==> config.mk <==
export PLATFORM = sky130hd
export DESIGN_NAME = vol_ctrl
export DESIGN_NICKNAME = d
export VERILOG_FILES = /design/src/rtl/vol_pkg.sv /design/src/rtl/vol_ramp.sv /design/src/rtl/vol_scale.sv /design/src/rtl/vol_ctrl.sv
export SDC_FILE = /design/constraint.sdc
export NUM_CORES = 2
export LEC_CHECK = 0
export CORE_ASPECT_RATIO = 0.7
export CORE_MARGIN = 3
export CORE_UTILIZATION = 44
export CTS_CLUSTER_SIZE = 8
export DETAILED_ROUTE_END_ITERATION = 10
export DONT_BUFFER_PORTS = 1
export RECOVER_POWER = 100
export SLEW_MARGIN = 5
export SYNTH_ARGS = -nofsm -noshare
export SYNTH_HDL_FRONTEND = slang
export SYNTH_HIERARCHICAL = 1
export SYNTH_SLANG_ARGS = --single-unit
==> constraint.sdc <==
create_clock -name clk -period 18.45 [get_ports clk]
set_input_delay 3.69 -clock clk [delete_from_list [all_inputs] [get_ports clk]]
set_output_delay 3.69 -clock clk [all_outputs]
set_load 0.02 [all_outputs]
==> src/rtl/vol_pkg.sv <==
package vol_pkg;
  localparam int UNITY_CODE   = 72;  // working code for 0 dB
  localparam int CODES_PER_OCT = 12; // half-dB codes per 6 dB
  localparam int BASE_SHIFT   = 9;   // 15 mantissa bits minus 6 octaves of headroom

  // Q1.15 mantissa for 2^(-idx/12), idx in 0..11
  function automatic logic [15:0] frac_mant(input int idx);
    case (idx)
      0:       frac_mant = 16'd32768;
      1:       frac_mant = 16'd30929;
      2:       frac_mant = 16'd29193;
      3:       frac_mant = 16'd27554;
      4:       frac_mant = 16'd26008;
      5:       frac_mant = 16'd24548;
      6:       frac_mant = 16'd23170;
      7:       frac_mant = 16'd21870;
      8:       frac_mant = 16'd20643;
      9:       frac_mant = 16'd19484;
      10:      frac_mant = 16'd18390;
      default: frac_mant = 16'd17358;
    endcase
  endfunction
endpackage

==> src/rtl/vol_ramp.sv <==
module vol_ramp #(
  parameter int SW = 9
) (
  input  logic          clk,
  input  logic          rst_n,
  input  logic          soft_en,
  input  logic          tick,
  input  logic [SW-1:0] target,
  output logic [SW-1:0] cur
);
  logic need_up, need_dn;
  assign need_up = cur < target;
  assign need_dn = cur > target;

  always_ff @(posedge clk) begin
    if (!rst_n)                cur <= SW'(vol_pkg::UNITY_CODE);
    else if (!soft_en)         cur <= target;
    else if (tick && need_up)  cur <= cur + SW'(1);
    else if (tick && need_dn)  cur <= cur - SW'(1);
  end

  // soft-mode code moves at most one step per cycle, and only on a tick
  assert_ramp_unit_R7: assert property (@(posedge clk) disable iff (!rst_n)
    soft_en |=> (cur == $past(cur) || cur == $past(cur) + SW'(1) || cur == $past(cur) - SW'(1)));
  assert_ramp_idle_R7: assert property (@(posedge clk) disable iff (!rst_n)
    (soft_en && !tick) |=> $stable(cur));
  // code parked at its target does not move
  assert_ramp_park_R8: assert property (@(posedge clk) disable iff (!rst_n)
    (soft_en && cur == target) |=> $stable(cur));
endmodule

==> src/rtl/vol_scale.sv <==
module vol_scale #(
  parameter int DW      = 18,
  parameter int SW      = 9,
  parameter int SILENCE = 240
) (
  input  logic signed [DW-1:0] x,
  input  logic        [SW-1:0] code,
  output logic signed [DW-1:0] y
);
  localparam int PW = DW + 17;
  localparam logic [SW-1:0] OCT = SW'(vol_pkg::CODES_PER_OCT);
  localparam logic signed [PW-1:0] MAXV = {{(PW-DW+1){1'b0}}, {(DW-1){1'b1}}};
  localparam logic signed [PW-1:0] MINV = ~MAXV;

  function automatic logic signed [DW-1:0] apply_gain(input logic signed [DW-1:0] s,
                                                      input logic [SW-1:0] c);
    logic [SW-1:0]          q, r;
    logic signed [16:0]     mant;
    logic signed [PW-1:0]   prod, shifted;
    q       = c / OCT;
    r       = c % OCT;
    mant    = signed'({1'b0, vol_pkg::frac_mant(int'(r))});
    prod    = PW'(s) * PW'(mant);
    shifted = prod >>> (q + SW'(vol_pkg::BASE_SHIFT));
    if (c >= SW'(SILENCE))   apply_gain = '0;
    else if (shifted > MAXV) apply_gain = MAXV[DW-1:0];
    else if (shifted < MINV) apply_gain = MINV[DW-1:0];
    else                     apply_gain = shifted[DW-1:0];
  endfunction

  assign y = apply_gain(x, code);
endmodule

==> src/rtl/vol_ctrl.sv <==
module vol_ctrl #(
  parameter int DW      = 18,
  parameter int CW      = 8,
  parameter int RW      = 4,
  parameter int SILENCE = 240
) (
  input  logic                 clk,
  input  logic                 rst_n,
  input  logic                 in_valid,
  input  logic signed [DW-1:0] in_l,
  input  logic signed [DW-1:0] in_r,
  input  logic [CW-1:0]        vol_l,
  input  logic [CW-1:0]        vol_r,
  input  logic [CW-1:0]        vol_master,
  input  logic                 mute,
  input  logic                 soft_en,
  input  logic [RW-1:0]        ramp_sel,
  output logic                 out_valid,
  output logic signed [DW-1:0] out_l,
  output logic signed [DW-1:0] out_r
);
  localparam int SW = CW + 1;
  localparam int CH = 2;

  logic signed [DW-1:0] smp_in  [CH];
  logic signed [DW-1:0] smp_out [CH];
  logic [CW-1:0]        ch_vol  [CH];
  logic [SW-1:0]        tgt_code [CH];
  logic [SW-1:0]        cur_code [CH];
  logic [RW-1:0]        div_cnt;
  logic                 ramp_tick;

  assign smp_in[0] = in_l;
  assign smp_in[1] = in_r;
  assign ch_vol[0] = vol_l;
  assign ch_vol[1] = vol_r;

  // ramp pacing: one tick per ramp_sel+1 strobes
  assign ramp_tick = soft_en && in_valid && (div_cnt == ramp_sel);

  always_ff @(posedge clk) begin
    if (!rst_n || !soft_en) div_cnt <= '0;
    else if (in_valid)      div_cnt <= ramp_tick ? '0 : div_cnt + RW'(1);
  end

  for (genvar i = 0; i < CH; i++) begin : g_ch
    assign tgt_code[i] = {1'b0, ch_vol[i]} + {1'b0, vol_master};

    vol_ramp #(.SW(SW)) u_ramp (
      .clk     (clk),
      .rst_n   (rst_n),
      .soft_en (soft_en),
      .tick    (ramp_tick),
      .target  (tgt_code[i]),
      .cur     (cur_code[i])
    );

    vol_scale #(.DW(DW), .SW(SW), .SILENCE(SILENCE)) u_scale (
      .x    (smp_in[i]),
      .code (cur_code[i]),
      .y    (smp_out[i])
    );
  end

  always_ff @(posedge clk) begin
    if (!rst_n) begin
      out_valid <= 1'b0;
      out_l     <= '0;
      out_r     <= '0;
    end else begin
      out_valid <= in_valid;
      if (in_valid) begin
        out_l <= mute ? '0 : smp_out[0];
        out_r <= mute ? '0 : smp_out[1];
      end
    end
  end

  // muted strobe yields silence on both channels
  assert_mute_zero_R5: assert property (@(posedge clk) disable iff (!rst_n)
    (in_valid && mute) |=> (out_l == '0 && out_r == '0));
  // no strobe, no change on the outputs
  assert_hold_R9: assert property (@(posedge clk) disable iff (!rst_n)
    !in_valid |=> ($stable(out_l) && $stable(out_r) && !out_valid));
  // code past the threshold silences the channel
  assert_silence_R4: assert property (@(posedge clk) disable iff (!rst_n)
    (in_valid && cur_code[0] >= SW'(SILENCE)) |=> out_l == '0);
  // gain never flips polarity
  assert_sign_R1: assert property (@(posedge clk) disable iff (!rst_n)
    (in_valid && in_r >= 0) |=> out_r >= 0);
endmodule

==> impl_metrics.yaml <==
run:
  maxCapViolCount: 6
synthesis:
  synth_edf_count: 0
  netlist_area_sq_mm: 0.0349
  syn_area_per_cell_sq_um: 8.10
  async_flop_share_pct: 0
  syn_inst: 4310
  synth.distinct_cells: 119
  synth_area_leader_cell: "fa_1"
  synth_area_leaders: "fa_1 34%, ha_1 8.8%, inv_1 8.1%, nand2_1 5.4%, and2_1 4.4%"
  yosysSeqAreaShare_pct: 3.38
  synthesis.nets: 5214
  synth_flop_cell: "dfxtp_1"
  synth_top_area_share_pct: 33.8
  ys_warn_count: 6
  ys_ff_latch: 59
detailed_routing:
  avgViaCountPerCell: 5.69
  wirelength_mm: 97.3
  drt_first_iter_violations: 3090
  drtAntennaViolNets: 0
  drc_errors: 0
  dr.pass1.iters: 5
  wire_per_inst_microns: 18.8
  dr_total_vias: 29500
worst_setup_path:
  critical-path-top-cell-by-count: "fa_1"
  cp_max_fo: 24
  rrSetupSlack_ns: 3.86
  start_kind: "flip-flop"
  cp.arrival_ns: 14.82
  slowest_delay_ns: 1.43
  crit_slowest_cell: "o31ai_1"
  worstSetupEndpointType: "flip-flop"
  critical_path_class: "reg2reg"
  crit_required_ns: 18.67
cells_and_area:
  diodes: 0
  syn_to_final_growth_pct: 2.46
  fin_nets: 5042
  drive_gt1_share_pct: 4.27
sta:
  relSlewSlack_pct: -62.4
  finalSetupViolCount: 0
  finClkSkew_ns: 0.00772
  hold_viol_final: 0
  tns_ns: 0
  fmax_mhz: 68.5
  fin_crit_sh_pct: 79.1
  slew_violations: 88
  period_minus_slack_ns: 14.59
  rsz0062_at_grt: "no"
  worstMarginPinSlew_ns: 2.42
die:
  dieArea_sq_mm: 0.0828
  rows: 85
  core_area_sq_mm: 0.0777
  initial_core_util_pct: 44.9
  pin_count: 106
  die_y_microns: 242
  chipWidth_microns: 343
cts:
  cts_buffer_depth: 2
  cts.sinks: 59
  clk_pin_slew_ns: 0.06
  clkLatencyLatePin_ns: 0.33
  numCtsBuffers: 9
  ctsHtreeMaxLevel: 3
  cts_tree: "yes"
  post_cts_buffers: 0
  hold_buffers: 0
  cts_resized: 0
  cts_root_buf: "clkbuf_16"
global_route:
  grt_max_degree: 55
  grt_antenna_before_repair: 0
  grt_pass1_wl_mm: 163
  gr-total-overflow: 0
  grt_usage_pct: 24.0
  grt_pass1_vias: 29200
min_path:
  min_path_type: "reg2reg"
place:
  place.gp.congestion: 0.978
  io_buffer_count: 0
  hpwl_mm: 80.3
status:
  violations: "capacitance limit, slew limit"
  status: "finished, violations left"
-- per-layer routing --
layer  GRT usage [%]  wire, microns  share of wire [%]  vias to the layer above
met2            31.7          37300                 38                     1048
met3            5.65           9360                9.6                       40
met1            40.1          50200                 52                    14600
li1                -              -                  -                    13800
met4            1.76            469               0.48                        0
met5               0              0                  0                        -
-- per-stage QoR --
step	setup slack, ns	hold slack, ns	cells	util (%)	area [sq um]
final	3.86	0.529	5186	46.0	35800
after global routing	2.45	0.555	5186	46.0	35800
after CTS	5.44	0.524	5186	46.1	35900
after detailed placement	5.49	0.516	5171	45.7	35600
after global placement	5.55	0.513	5171	45.7	35600
after floorplan	6.85	0.472	4310	-	34900
-- final timing paths --
check,start,to,cells after the start
min reg2reg,div_cnt[1]$_SDFFE_PP0P_,div_cnt[1]$_SDFFE_PP0P_,2
min,div_cnt[1]$_SDFFE_PP0P_,div_cnt[1]$_SDFFE_PP0P_,2
max reg2reg,g_ch[0].u_ramp/cur[3]$_SDFFE_PN1P_,out_l[2]$_SDFFE_PN0P_,34
max,g_ch[0].u_ramp/cur[3]$_SDFFE_PN1P_,out_l[2]$_SDFFE_PN0P_,34
-- critical path, delay by kind of cell, from the launching register on --
kind / cells / cell delay [ns]
and+or+nand+nor: 6 / 1.30
DFF: 1 / 0.87
buffers and inverters: 5 / 0.83
xor gates and xnor gates: 1 / 0.97
adders and majority gates: 7 / 3.70
AOI/OAI and AO/OA: 15 / 6.76
-- Yosys cell counts, types with 11 or more instances --
cell       number
buf_2          46
o31ai_1        26
xnor2_1        64
o211ai_1       46
nand3_1        63
nor2b_1       108
a21oi_2        14
o22ai_2        11
a211oi_1       63
or2_2          13
a211o_1        13
mux2i_1        81
nor2_1        189
a311oi_1       18
o21ai_0       127
buf_4          11
o21bai_1       16
inv_1         751
o21ai_1        29
ha_1          245
a22oi_1        13
a221oi_1       18
xor2_1         27
a21oi_1       177
nand4_1        38
mux2_2         15
nand2_1       505
fa_1          590
o22ai_1        29
nor3_1         85
and3_1         26
a21o_1         22
nand2b_1       27
a31oi_1        26
o2111ai_1      16
buf_1          12
dfxtp_1        59
clkbuf_1      147
o21a_1         28
and2_1        247
-- kinds of logic (layout without fill, tap and decap cells) --
| family | Yosys count | in the layout | synth area share, % |
|---|---|---|---|
| AND/OR/NAND/NOR | 1381 | 1381 | 19.7 |
| buffers and inverters | 989 | 821 | 11.3 |
| AO/OA/AOI/OAI | 840 | 840 | 17.0 |
| adder cells (fa/ha/maj) | 838 | 838 | 42.7 |
| multiplexers | 110 | 110 | 3.60 |
| XOR/XNOR | 93 | 93 | 2.41 |
| flip-flops | 59 | 59 | 3.38 |
-- sequential cells by signal, indices dropped and copies added, names as in the netlist --
| name | count |
|---|---|
| out_r | 18 |
| g_ch.u_ramp/cur | 18 |
| out_l | 18 |
| out_valid | 1 |
| div_cnt | 4 |
-- cell type report --
cell class / instances / area (sq um)
sequential: 59 / 1180
inverter: 759 / 2850
clock inverter: 4 / 50.0
clock buffer: 11 / 253
tap: 1044 / 1310
fill: 7739 / 42000
multi-input combinational: 3262 / 29800
timing repair buffer: 47 / 349
-- placed cells by master, fill, tap and decap left out, drive strengths merged, types with 64 or more instances in the layout --
master	n
nor2b	110
o21ai	158
nand2	506
inv	757
nor3	87
nor2	191
mux2i	81
and2	247
ha	245
fa	590
a211oi	68
a21oi	191
nand3	65
xnor2	64
Power is left out: the tool's default activity adds up to more than one toggle a clock period on the data nets, which glitch-free logic cannot reach.
